[src/rtl/rxf_pkg.sv]
package rxf_pkg;

  typedef struct packed {
    logic monitor;
    logic promisc;
    logic mcast_en;
    logic bcast_en;
    logic short_en;
    logic keep_err;
  } rxf_cfg_t;

  localparam int ST_OK     = 0;
  localparam int ST_CRC    = 1;
  localparam int ST_ALIGN  = 2;
  localparam int ST_MISSED = 3;
  localparam int ST_GROUP  = 4;
  localparam int ST_SHORT  = 5;
  localparam int ST_PHYS   = 6;
  localparam int ST_BCAST  = 7;

  localparam int TALLY_CRC   = 0;
  localparam int TALLY_ALIGN = 1;
  localparam int TALLY_MISS  = 2;
  localparam int TALLY_NUM   = 3;

  function automatic logic [31:0] crc32_step(input logic [31:0] c_in, input logic [7:0] b);
    logic [31:0] c;
    c = c_in ^ {24'd0, b};
    for (int k = 0; k < 8; k++) begin
      c = c[0] ? ((c >> 1) ^ 32'hEDB8_8320) : (c >> 1);
    end
    return c;
  endfunction

endpackage

[src/rtl/rxf_dest_track.sv]
module rxf_dest_track #(
  parameter int ADDR_BYTES = 6,
  parameter int LEN_W      = 12
) (
  input  logic                    clk,
  input  logic                    rst_n,
  input  logic                    beat,
  input  logic                    sof,
  input  logic [7:0]              data,
  output logic [8*ADDR_BYTES-1:0] dest_now,
  output logic [LEN_W-1:0]        len_now,
  output logic                    dest_done,
  output logic                    in_dest
);
  localparam logic [LEN_W-1:0] LEN_MAX   = '1;
  localparam logic [LEN_W-1:0] ADDR_LEN  = LEN_W'(ADDR_BYTES);

  logic [8*ADDR_BYTES-1:0] dest_q;
  logic [LEN_W-1:0]        len_q;
  logic [LEN_W-1:0]        base_len;

  assign base_len = sof ? '0 : len_q;
  assign in_dest  = beat && (base_len < ADDR_LEN);

  always_comb begin
    if (!beat)                  len_now = len_q;
    else if (base_len == LEN_MAX) len_now = base_len;
    else                        len_now = base_len + 1'b1;
  end

  assign dest_done = len_now >= ADDR_LEN;

  for (genvar g = 0; g < ADDR_BYTES; g++) begin : g_byte
    assign dest_now[g*8 +: 8] = (in_dest && base_len == LEN_W'(g)) ? data : dest_q[g*8 +: 8];
  end

  always_ff @(posedge clk) begin
    if (!rst_n) begin
      dest_q <= '0;
      len_q  <= '0;
    end else if (beat) begin
      dest_q <= dest_now;
      len_q  <= len_now;
    end
  end

  p_len_grows_r2: assert property (@(posedge clk) disable iff (!rst_n)
    (beat && !sof && len_q != LEN_MAX) |=> len_q == $past(len_q) + 1'b1);

endmodule

[src/rtl/rxf_hash_index.sv]
module rxf_hash_index #(
  parameter int IDX_W = 6
) (
  input  logic             clk,
  input  logic             rst_n,
  input  logic             in_dest,
  input  logic             sof,
  input  logic [7:0]       data,
  output logic [IDX_W-1:0] index
);
  import rxf_pkg::*;

  logic [31:0] crc_q;
  logic [31:0] crc_now;
  logic [31:0] crc_seed;

  assign crc_seed = sof ? 32'hFFFF_FFFF : crc_q;
  assign crc_now  = in_dest ? crc32_step(crc_seed, data) : crc_q;
  assign index    = crc_now[31 -: IDX_W];

  always_ff @(posedge clk) begin
    if (!rst_n)       crc_q <= 32'hFFFF_FFFF;
    else if (in_dest) crc_q <= crc_now;
  end

  p_crc_hold_r4: assert property (@(posedge clk) disable iff (!rst_n)
    !in_dest |=> $stable(crc_q));

endmodule

[src/rtl/rxf_tally.sv]
module rxf_tally #(
  parameter int W = 8
) (
  input  logic         clk,
  input  logic         rst_n,
  input  logic         clr,
  input  logic         inc,
  output logic [W-1:0] count
);
  localparam logic [W-1:0] TOP = '1;

  always_ff @(posedge clk) begin
    if (!rst_n)                  count <= '0;
    else if (clr)                count <= '0;
    else if (inc && count != TOP) count <= count + 1'b1;
  end

  p_no_wrap_r9: assert property (@(posedge clk) disable iff (!rst_n)
    !$past(clr) |-> count >= $past(count));
  p_clear_wins_r10: assert property (@(posedge clk) disable iff (!rst_n)
    clr |=> count == '0);

endmodule

[src/rtl/rxf_accept_filter.sv]
module rxf_accept_filter #(
  parameter int ADDR_BYTES = 6,
  parameter int LEN_W      = 12,
  parameter int MIN_LEN    = 64,
  parameter int IDX_W      = 6,
  parameter int TALLY_W    = 8
) (
  input  logic                    clk,
  input  logic                    rst_n,
  input  logic                    rx_valid,
  output logic                    rx_ready,
  input  logic                    rx_sof,
  input  logic                    rx_eof,
  input  logic [7:0]              rx_data,
  input  logic                    rx_crc_err,
  input  logic                    rx_align_err,
  input  logic [5:0]              rx_cfg,
  input  logic [8*ADDR_BYTES-1:0] station_addr,
  input  logic [(1<<IDX_W)-1:0]   hash_table,
  input  logic                    tally_clr,
  output logic                    accept,
  output logic                    store,
  output logic [7:0]              status,
  output logic [TALLY_W-1:0]      crc_tally,
  output logic [TALLY_W-1:0]      align_tally,
  output logic [TALLY_W-1:0]      miss_tally
);
  import rxf_pkg::*;

  localparam logic [LEN_W-1:0] SHORT_LIM = LEN_W'(MIN_LEN);

  rxf_cfg_t cfg;
  assign cfg      = rxf_cfg_t'(rx_cfg);
  assign rx_ready = 1'b1;

  logic in_frame_q;
  logic beat, end_beat;
  assign beat     = rx_valid && (rx_sof || in_frame_q);
  assign end_beat = beat && rx_eof;

  always_ff @(posedge clk) begin
    if (!rst_n)    in_frame_q <= 1'b0;
    else if (beat) in_frame_q <= !rx_eof;
  end

  logic [8*ADDR_BYTES-1:0] dest_now;
  logic [LEN_W-1:0]        len_now;
  logic                    dest_done, in_dest;
  logic [IDX_W-1:0]        hidx;

  rxf_dest_track #(.ADDR_BYTES(ADDR_BYTES), .LEN_W(LEN_W)) u_track (
    .clk(clk), .rst_n(rst_n), .beat(beat), .sof(rx_sof), .data(rx_data),
    .dest_now(dest_now), .len_now(len_now), .dest_done(dest_done), .in_dest(in_dest)
  );

  rxf_hash_index #(.IDX_W(IDX_W)) u_hash (
    .clk(clk), .rst_n(rst_n), .in_dest(in_dest), .sof(rx_sof), .data(rx_data),
    .index(hidx)
  );

  // Classification of the frame that ends on this beat
  logic is_bcast, is_group, is_phys, addr_ok, is_short, has_err, would_take;
  assign is_bcast = dest_done && (&dest_now);
  assign is_group = dest_done && dest_now[0];
  assign is_phys  = dest_done && (dest_now == station_addr);

  always_comb begin
    if (!dest_done)    addr_ok = 1'b0;
    else if (is_bcast) addr_ok = cfg.bcast_en;
    else if (is_group) addr_ok = cfg.mcast_en && hash_table[hidx];
    else               addr_ok = cfg.promisc || is_phys;
  end

  assign is_short   = len_now < SHORT_LIM;
  assign has_err    = rx_crc_err || rx_align_err;
  assign would_take = addr_ok && (!is_short || cfg.short_en) && (!has_err || cfg.keep_err);

  logic [7:0] status_new;
  always_comb begin
    status_new            = '0;
    status_new[ST_OK]     = would_take;
    status_new[ST_CRC]    = rx_crc_err;
    status_new[ST_ALIGN]  = rx_align_err;
    status_new[ST_MISSED] = would_take && cfg.monitor;
    status_new[ST_GROUP]  = is_group;
    status_new[ST_SHORT]  = is_short;
    status_new[ST_PHYS]   = is_phys;
    status_new[ST_BCAST]  = is_bcast;
  end

  always_ff @(posedge clk) begin
    if (!rst_n) begin
      accept <= 1'b0;
      store  <= 1'b0;
      status <= '0;
    end else begin
      accept <= end_beat && would_take;
      store  <= end_beat && would_take && !cfg.monitor;
      if (end_beat)          status <= status_new;
      else if (beat && rx_sof) status <= '0;
    end
  end

  logic [TALLY_NUM-1:0] tally_inc;
  logic [TALLY_W-1:0]   tally_val [TALLY_NUM];
  assign tally_inc[TALLY_CRC]   = end_beat && rx_crc_err;
  assign tally_inc[TALLY_ALIGN] = end_beat && rx_align_err;
  assign tally_inc[TALLY_MISS]  = end_beat && would_take && cfg.monitor;

  for (genvar t = 0; t < TALLY_NUM; t++) begin : g_tally
    rxf_tally #(.W(TALLY_W)) u_tally (
      .clk(clk), .rst_n(rst_n), .clr(tally_clr), .inc(tally_inc[t]), .count(tally_val[t])
    );
  end

  assign crc_tally   = tally_val[TALLY_CRC];
  assign align_tally = tally_val[TALLY_ALIGN];
  assign miss_tally  = tally_val[TALLY_MISS];

  p_store_with_accept_r6: assert property (@(posedge clk) disable iff (!rst_n)
    store |-> accept);
  p_strobe_after_end_r6: assert property (@(posedge clk) disable iff (!rst_n)
    accept |-> $past(end_beat));
  p_monitor_no_store_r7: assert property (@(posedge clk) disable iff (!rst_n)
    store |-> !$past(cfg.monitor));
  p_short_blocked_r2: assert property (@(posedge clk) disable iff (!rst_n)
    (accept && !$past(cfg.short_en)) |-> !status[ST_SHORT]);
  p_err_blocked_r1: assert property (@(posedge clk) disable iff (!rst_n)
    (accept && !$past(cfg.keep_err)) |-> !status[ST_CRC] && !status[ST_ALIGN]);
  p_status_cleared_r8: assert property (@(posedge clk) disable iff (!rst_n)
    (beat && rx_sof && !rx_eof) |=> status == '0);
  p_idle_quiet_r11: assert property (@(posedge clk) disable iff (!rst_n)
    (!beat) |=> !accept && $stable(status));

endmodule

[config.mk]
export PLATFORM = sky130hd
export DESIGN_NAME = rxf_accept_filter
export DESIGN_NICKNAME = d
export VERILOG_FILES = /design/src/rtl/rxf_pkg.sv /design/src/rtl/rxf_dest_track.sv /design/src/rtl/rxf_hash_index.sv /design/src/rtl/rxf_tally.sv /design/src/rtl/rxf_accept_filter.sv
export SDC_FILE = /design/constraint.sdc
export NUM_CORES = 1
export LEC_CHECK = 0
export ABC_AREA = 1
export BUFFER_PORTS_ARGS = -buffer_cell sky130_fd_sc_hd__buf_2
export CAP_MARGIN = 30
export CELL_PAD_IN_SITES_DETAIL_PLACEMENT = 0
export CELL_PAD_IN_SITES_GLOBAL_PLACEMENT = 1
export CORE_UTILIZATION = 25
export CTS_CLUSTER_DIAMETER = 40
export DETAILED_ROUTE_END_ITERATION = 8
export PLACE_DENSITY = 0.55
export SYNTH_ARGS = -nofsm -noshare
export SYNTH_HDL_FRONTEND = slang
export SYNTH_SLANG_ARGS = --single-unit
[constraint.sdc]
create_clock -name clk -period 4.1 [get_ports clk]
set_input_delay 0.82 -clock clk [delete_from_list [all_inputs] [get_ports clk]]
set_output_delay 0.82 -clock clk [all_outputs]
set_load 0.02 [all_outputs]
==> results of run 1 <==
[power groups by stage]
stage | combinational (mW) | sequential (mW) | clock (mW)
after floorplan | 0.592 | 1.33 | 0
after global placement | 0.917 | 1.34 | 0
after detailed placement | 0.912 | 1.34 | 0
after CTS | 0.917 | 1.31 | 1.81
after global routing | 1.02 | 1.32 | 1.87
final | 0.905 | 1.31 | 1.75
[synthesized netlist by cell type (4+ instances only)]
cell,instances,share of area
xor2_1,41,0.042
o211ai_1,9,0.0080
o21ai_2,5,0.0052
nand3b_1,26,0.023
nor2_4,4,0.0053
ha_1,7,0.010
nor3_1,17,0.010
xnor2_1,20,0.021
o21ai_1,7,0.0041
inv_2,11,0.0049
nand2_2,9,0.0067
a21oi_1,77,0.046
nand3_1,137,0.081
nand2_1,415,0.18
nand4_1,23,0.017
o21ai_0,43,0.025
buf_2,6,0.0035
inv_1,148,0.066
dfxtp_1,127,0.30
nor2_2,4,0.0030
clkbuf_1,18,0.0080
buf_4,8,0.0071
nor2_1,169,0.075
or2_2,4,0.0030
[cell type report]
type,instances,area [um^2],area share
Clock inverter,12,206,0.0187
Clock buffer,20,467,0.0423
Sequential cell,127,2540,0.230
Tap cell,448,561,0.0508
Multi-Input combinational cell,1043,5130,0.465
Antenna cell,1,2.50,0.000227
Timing Repair Buffer,256,1520,0.137
Inverter,161,609,0.0552
[through the flow]
step / setup WS [ns] / utilization / TNS, ns / area (um^2) / cells
2_1_floorplan: 0.459 / - / 0 / 8460 / 1368
6_report: 0.294 / 0.330 / 0 / 11000 / 2068
5_1_grt: 0.0194 / 0.330 / 0 / 11000 / 2068
3_3_place_gp: -0.189 / 0.309 / -1.96 / 10300 / 2034
3_5_place_dp: -0.222 / 0.309 / -2.23 / 10300 / 2034
4_1_cts: 0.228 / 0.329 / 0 / 11000 / 2066
[worst max-delay path by stage]
stage / cells after the start / from / slack [ns] / to
finish: 21 / rx_sof / 0.29 / g_tally[2].u_tally.count[5]
global route: 21 / rx_sof / 0.02 / g_tally[2].u_tally.count[6]
floorplan: 19 / rx_sof / 0.46 / g_tally[2].u_tally.count[2]
detailed placement: 22 / rx_sof / -0.22 / g_tally[2].u_tally.count[6]
global placement: 22 / rx_sof / -0.19 / g_tally[2].u_tally.count[1]
CTS: 22 / rx_sof / 0.23 / g_tally[2].u_tally.count[6]
[cell families after synthesis]
kind of cell / after synthesis
AND/OR/NAND/NOR: 819
buffers and inverters: 199
AO/OA/AOI/OAI: 151
flip-flops: 127
XOR/XNOR: 64
adder cells (fa/ha/maj): 7
other: 1
[routing by layer]
layer	GRT usage	wire, um
met1	0.235	14300
met2	0.287	13500
met3	0.0303	1280
met4	0.0452	362
met5	0	0
[repair_timing]
action                                  CTS  global route
endpoints found under the setup margin    0            12
resized for setup                         0             4
endpoints found under the hold margin     0             0
[state kept, by name, indices dropped and copies added, names as in the netlist]
signal	count
u_track.dest_q	48
u_hash.crc_q	32
g_tally.u_tally.count	24
u_track.len_q	12
status	8
accept	1
in_frame_q	1
store	1
[worst max-delay path, cell delays in order]
cell	delay (ns)
buf_2	0.13
buf_4	0.16
nor2_2	0.15
ha_1	0.20
inv_1	0.07
nor3_1	0.21
buf_4	0.17
nand3_1	0.11
buf_4	0.17
xor2_1	0.14
o21ai_0	0.25
nand3_1	0.15
nor2_1	0.15
nand3_1	0.17
nand3_1	0.15
o21bai_1	0.12
a21oi_2	0.33
nand2_1	0.16
nand4_4	0.14
nand2_1	0.07
a21oi_1	0.14
==> out/metrics.yaml, run 1 <==
die:
  core_mm2: 0.0334
  ios: 169
  fp-row-count: 67
  die_w_um: 186
  fp.dieH_um: 186
  die-area_mm2: 0.0346
  start_util: 0.253
detailed_routing:
  drc: 0
  ant_nets: 0
  dr_total_vias: 9125
  routed_wl_um: 29500
  post_drt_via_cell_ratio: 4.41
  wl_per_cell_um: 14.2
  first_pass_iters: 5
  drt_iter0_drc: 402
clock_tree:
  cts_tree: "done"
  holdBufCountCts: 0
  ctsRootBufferMaster: "clkbuf_16"
  clk_path_buf_depth: 2
  cts_made_buffers: 17
  htree_levels: 4
  cts_setup_buffers: 0
  insertion_delay_ns: 0.43
  clk_pin_slew_ns: 0.06
  cts_sinks: 127
grt:
  grt_pass1_wl_um: 46000
  grt_pass1_vias: 8530
  grt_max_degree: 48
  globalRouteOverflowTotal: 0
  grt_antenna_before_repair: 1
  track_usage: 0.175
setup_path:
  rr_startpoint: "u_track.len_q[0]"
  end_kind: "register"
  rrSetupSlack_ns: 0.51
  r2r-end: "g_tally[2].u_tally.count[5]"
  r2r_cells: 21
  required_ns: 4.45
  cp_data_arrival_time_ns: 4.16
  startpoint_type: "primary input"
  crit_type: "primary input to register"
  path_max_fanout: 9
synth:
  synth.avg_cell_area_um2: 6.19
  syn_nets: 1509
  ys_warn_count: 0
  synthCells: 1368
  syn-cell-area_mm2: 0.00846
  synth_top_family_by_area: "simple AND/OR/NAND/NOR gates"
  synth_async_sr_flop_share: 0
  synthMuxAreaShare: 0
  seq_area_frac_synth: 0.300
  synthFlopType: "dfxtp_1"
  synth_fa_ha_area_frac: 0.0103
  synth_xor_area_frac: 0.0702
  synth_compound_area_frac: 0.100
  yosys.area_share.simple: 0.422
  synthDistinctLibCells: 44
  synth_edf_count: 0
  ys_seq_elements: 127
timing:
  finalHoldViolCount: 0
  rsz0062_at_grt: "no"
  holdWs_ns: 0.468
  tightestPinTransition_ns: 0.925
  finalCritPeriodShare: 0.928
  finClkSkew_ns: 0.0116
  slew_headroom: 0.381
  setup_viol: 0
  layout_min_cycle_time_ns: 3.81
  fmax_ghz: 0.263
  finalMaxSlewViolations: 0
finish:
  synthToLayoutAreaGrowth_pct: 30.3
  post_route_cells_drive_above_1_share: 0.215
  final_cell_mix: "nand2_1 (414), buf_2 (167), nor2_1 (166)"
  final_common_cell: "nand2_1"
  fillerInstances: 3761
  nets: 1747
placed_design:
  dpl.hpwl_um: 23100
  place.gp.congestion: 0.822
  portBuffers: 167
power_and_ir_drop:
  ir_drop_v: 0.000268
  finalPower_mw: 3.97
  p_sw_frac: 0.304
  p_switching_mw: 1.21
  power_frac_clock: 0.442
  power_frac_comb: 0.228
  internal-power_mw: 2.76
  leakagePower_nw: 5.27
  seqPwrFrac: 0.330
  powerDensity_mw_per_mm2: 360
status:
  status: "completed"
min_path:
  hold_end: "status[6]"
  holdCritStartpoint: "status[6]"
  whs_path_depth: 2
  hold_path_class: "register to register"
run:
  drv_cap: 0
No activity file was read; power rests on OpenSTA's default activity.
==> run 2, diff against run 1 <==
Settings changed: GPL_TIMING_DRIVEN set to 0.
==> run 2 against run 1 <==
Design area fell by 3.3%. Setup slack got worse by 0.0060 ns. Count of clock-buffer cells in the layout fell by 1. Utilization fell by 1.1 points. Highest routed layer is now met5. Maximum frequency fell by 0.16%. First-iteration DRC count rose by 2.7%. Die area did not move. Register-to-register slack improved by 0.12 ns. Non-clock buffer count fell by 45.
==> out/metrics.yaml, run 2 (same netlist as run 1, synthesis figures left out) <==
status:
  status: "completed"
timing:
  setup_viol: 0
  layout_min_cycle_time_ns: 3.81
  slew_headroom: 0.448
  tns_ns: 0
  finalHoldViolCount: 0
  finClkSkew_ns: 0.0148
  tightestPinTransition_ns: 0.827
  finalMaxSlewViolations: 0
  holdWs_ns: 0.463
  finalCritPeriodShare: 0.930
  fmax_ghz: 0.262
setup_path:
  path_max_fanout: 10
  crit_type: "primary input to register"
  r2r-end: "g_tally[2].u_tally.count[6]"
  required_ns: 4.39
  crit_path_start: "rx_sof"
  r2r_cells: 19
  cp_data_arrival_time_ns: 4.10
  rr_startpoint: "u_track.len_q[0]"
  rrSetupSlack_ns: 0.63
  startpoint_type: "primary input"
  end_kind: "register"
die:
  core_mm2: 0.0334
  ios: 169
  start_util: 0.253
  die_w_um: 186
  fp-row-count: 67
  die-area_mm2: 0.0346
  fp.dieH_um: 186
detailed_routing:
  ant_nets: 0
  first_pass_iters: 5
  drt_iter0_drc: 413
  post_drt_via_cell_ratio: 4.47
  dr_total_vias: 9048
  routed_wl_um: 30600
  drc: 0
  wl_per_cell_um: 15.1
grt:
  grt_antenna_before_repair: 2
  grt_pass1_vias: 8563
  grt_pass1_wl_um: 47500
  grt_max_degree: 17
  globalRouteOverflowTotal: 0
  track_usage: 0.182
min_path:
  whs_path_depth: 2
  hold_path_class: "register to register"
  holdCritStartpoint: "status[6]"
  hold_end: "status[6]"
placed_design:
  place.gp.congestion: 0.807
  dpl.hpwl_um: 23900
  dp_cells: 1982
  portBuffers: 166
clock_tree:
  insertion_delay_ns: 0.44
  ctsRootBufferMaster: "clkbuf_16"
  clk_pin_slew_ns: 0.07
  cts_tree: "done"
  clk_path_buf_depth: 2
  cts_sinks: 127
  cts_made_buffers: 17
  htree_levels: 4
power_and_ir_drop:
  p_sw_frac: 0.325
  power_frac_comb: 0.233
  ir_drop_v: 0.000315
  powerDensity_mw_per_mm2: 360
  leakagePower_nw: 4.98
  seqPwrFrac: 0.341
  power_frac_clock: 0.426
  p_switching_mw: 1.25
  internal-power_mw: 2.59
finish:
  final-instance-count-excl-fill: 2022
  largest_register_ff_count: 48
  nets: 1702
  largestRegisters: "u_track.dest_q (48), u_hash.crc_q (32), g_tally.u_tally.count (24)"
  final_cell_mix: "nand2_1 (412), buf_2 (169), nor2_1 (163)"
  final_common_cell: "nand2_1"
  top_register: "u_track.dest_q"
  post_route_cells_drive_above_1_share: 0.187
  antenna_cells: 0
  synthToLayoutAreaGrowth_pct: 26.0
run:
  drv_cap: 0
## run 2: cell count changes in the layout (fill, tap and decap cells not counted), sizes merged
cell,previous run,this run
bufinv,5,3
clkbuf,20,40
buf,256,190
inv,162,161
diode,1,0
clkinvlp,1,5
## run 2: how the worst max path moves through the flow
stage	to	depth (start not counted)
final	g_tally[2].u_tally.count[6]	20
after floorplan	g_tally[2].u_tally.count[2]	19
after detailed placement	g_tally[2].u_tally.count[6]	20
after global placement	g_tally[2].u_tally.count[3]	20
after CTS	g_tally[2].u_tally.count[6]	21
after global routing	g_tally[2].u_tally.count[1]	21
## run 2: per-layer routing
| layer | up-vias | share of wire | wire length [um] | track usage |
|---|---|---|---|---|
| met3 | 19 | 0.038 | 1160 | 0.0307 |
| met2 | 168 | 0.46 | 14200 | 0.301 |
| li1 | 4758 | - | - | - |
| met4 | 4 | 0.0086 | 262 | 0.0452 |
| met5 | - | 0.00075 | 23 | 0 |
| met1 | 4099 | 0.49 | 15000 | 0.245 |
## run 2: cell type report
type	instances	area, um^2
Fill cell	3795	22800
Multi-Input combinational cell	1043	5220
Sequential cell	127	2540
Timing Repair Buffer	173	908
Inverter	161	612
Tap cell	448	561
Clock buffer	19	453
Buffer	38	210
Clock inverter	13	164
## run 2: repair_timing
item	4_1_cts	5_1_grt
gates resized for setup	3	24
pin swaps	1	2
buffers inserted	0	7
endpoints found under the setup margin	12	12
cloned	1	0
hold buffers	0	0
## run 2: power groups by stage
stage               combinational [mW]  sequential [mW]  clock [mW]
floorplan                        0.592             1.33           0
global placement                 0.885             1.34           0
detailed placement               0.881             1.34           0
CTS                              0.888             1.31        1.69
global route                      1.01             1.32        1.74
finish                           0.896             1.31        1.63
## run 2: worst max-delay path, stage by stage
cell and delay [ns]:
buf_2 0.15, buf_4 0.21, nor2_4 0.19, ha_1 0.20, inv_1 0.09, nor2_1 0.18
nand3_1 0.21, clkbuf_4 0.26, nand2_1 0.09, nand2_1 0.09, nor3_1 0.27, nand4_1 0.12
nor2_1 0.27, nand3_2 0.19, nor2_2 0.20, a21oi_4 0.08, nand2_1 0.12, nand4_4 0.16
nand2_1 0.12, a21oi_1 0.07
## run 2: stage by stage
step	cell area (um^2)	worst slack, ns	power (mW)	util
after floorplan	8460	0.459	1.93	-
after global placement	9860	-0.816	2.22	0.295
after detailed placement	9860	-0.799	2.22	0.295
after CTS	10500	0.0433	3.89	0.314
after global routing	10700	-0.00253	4.06	0.319
final	10700	0.288	3.84	0.319
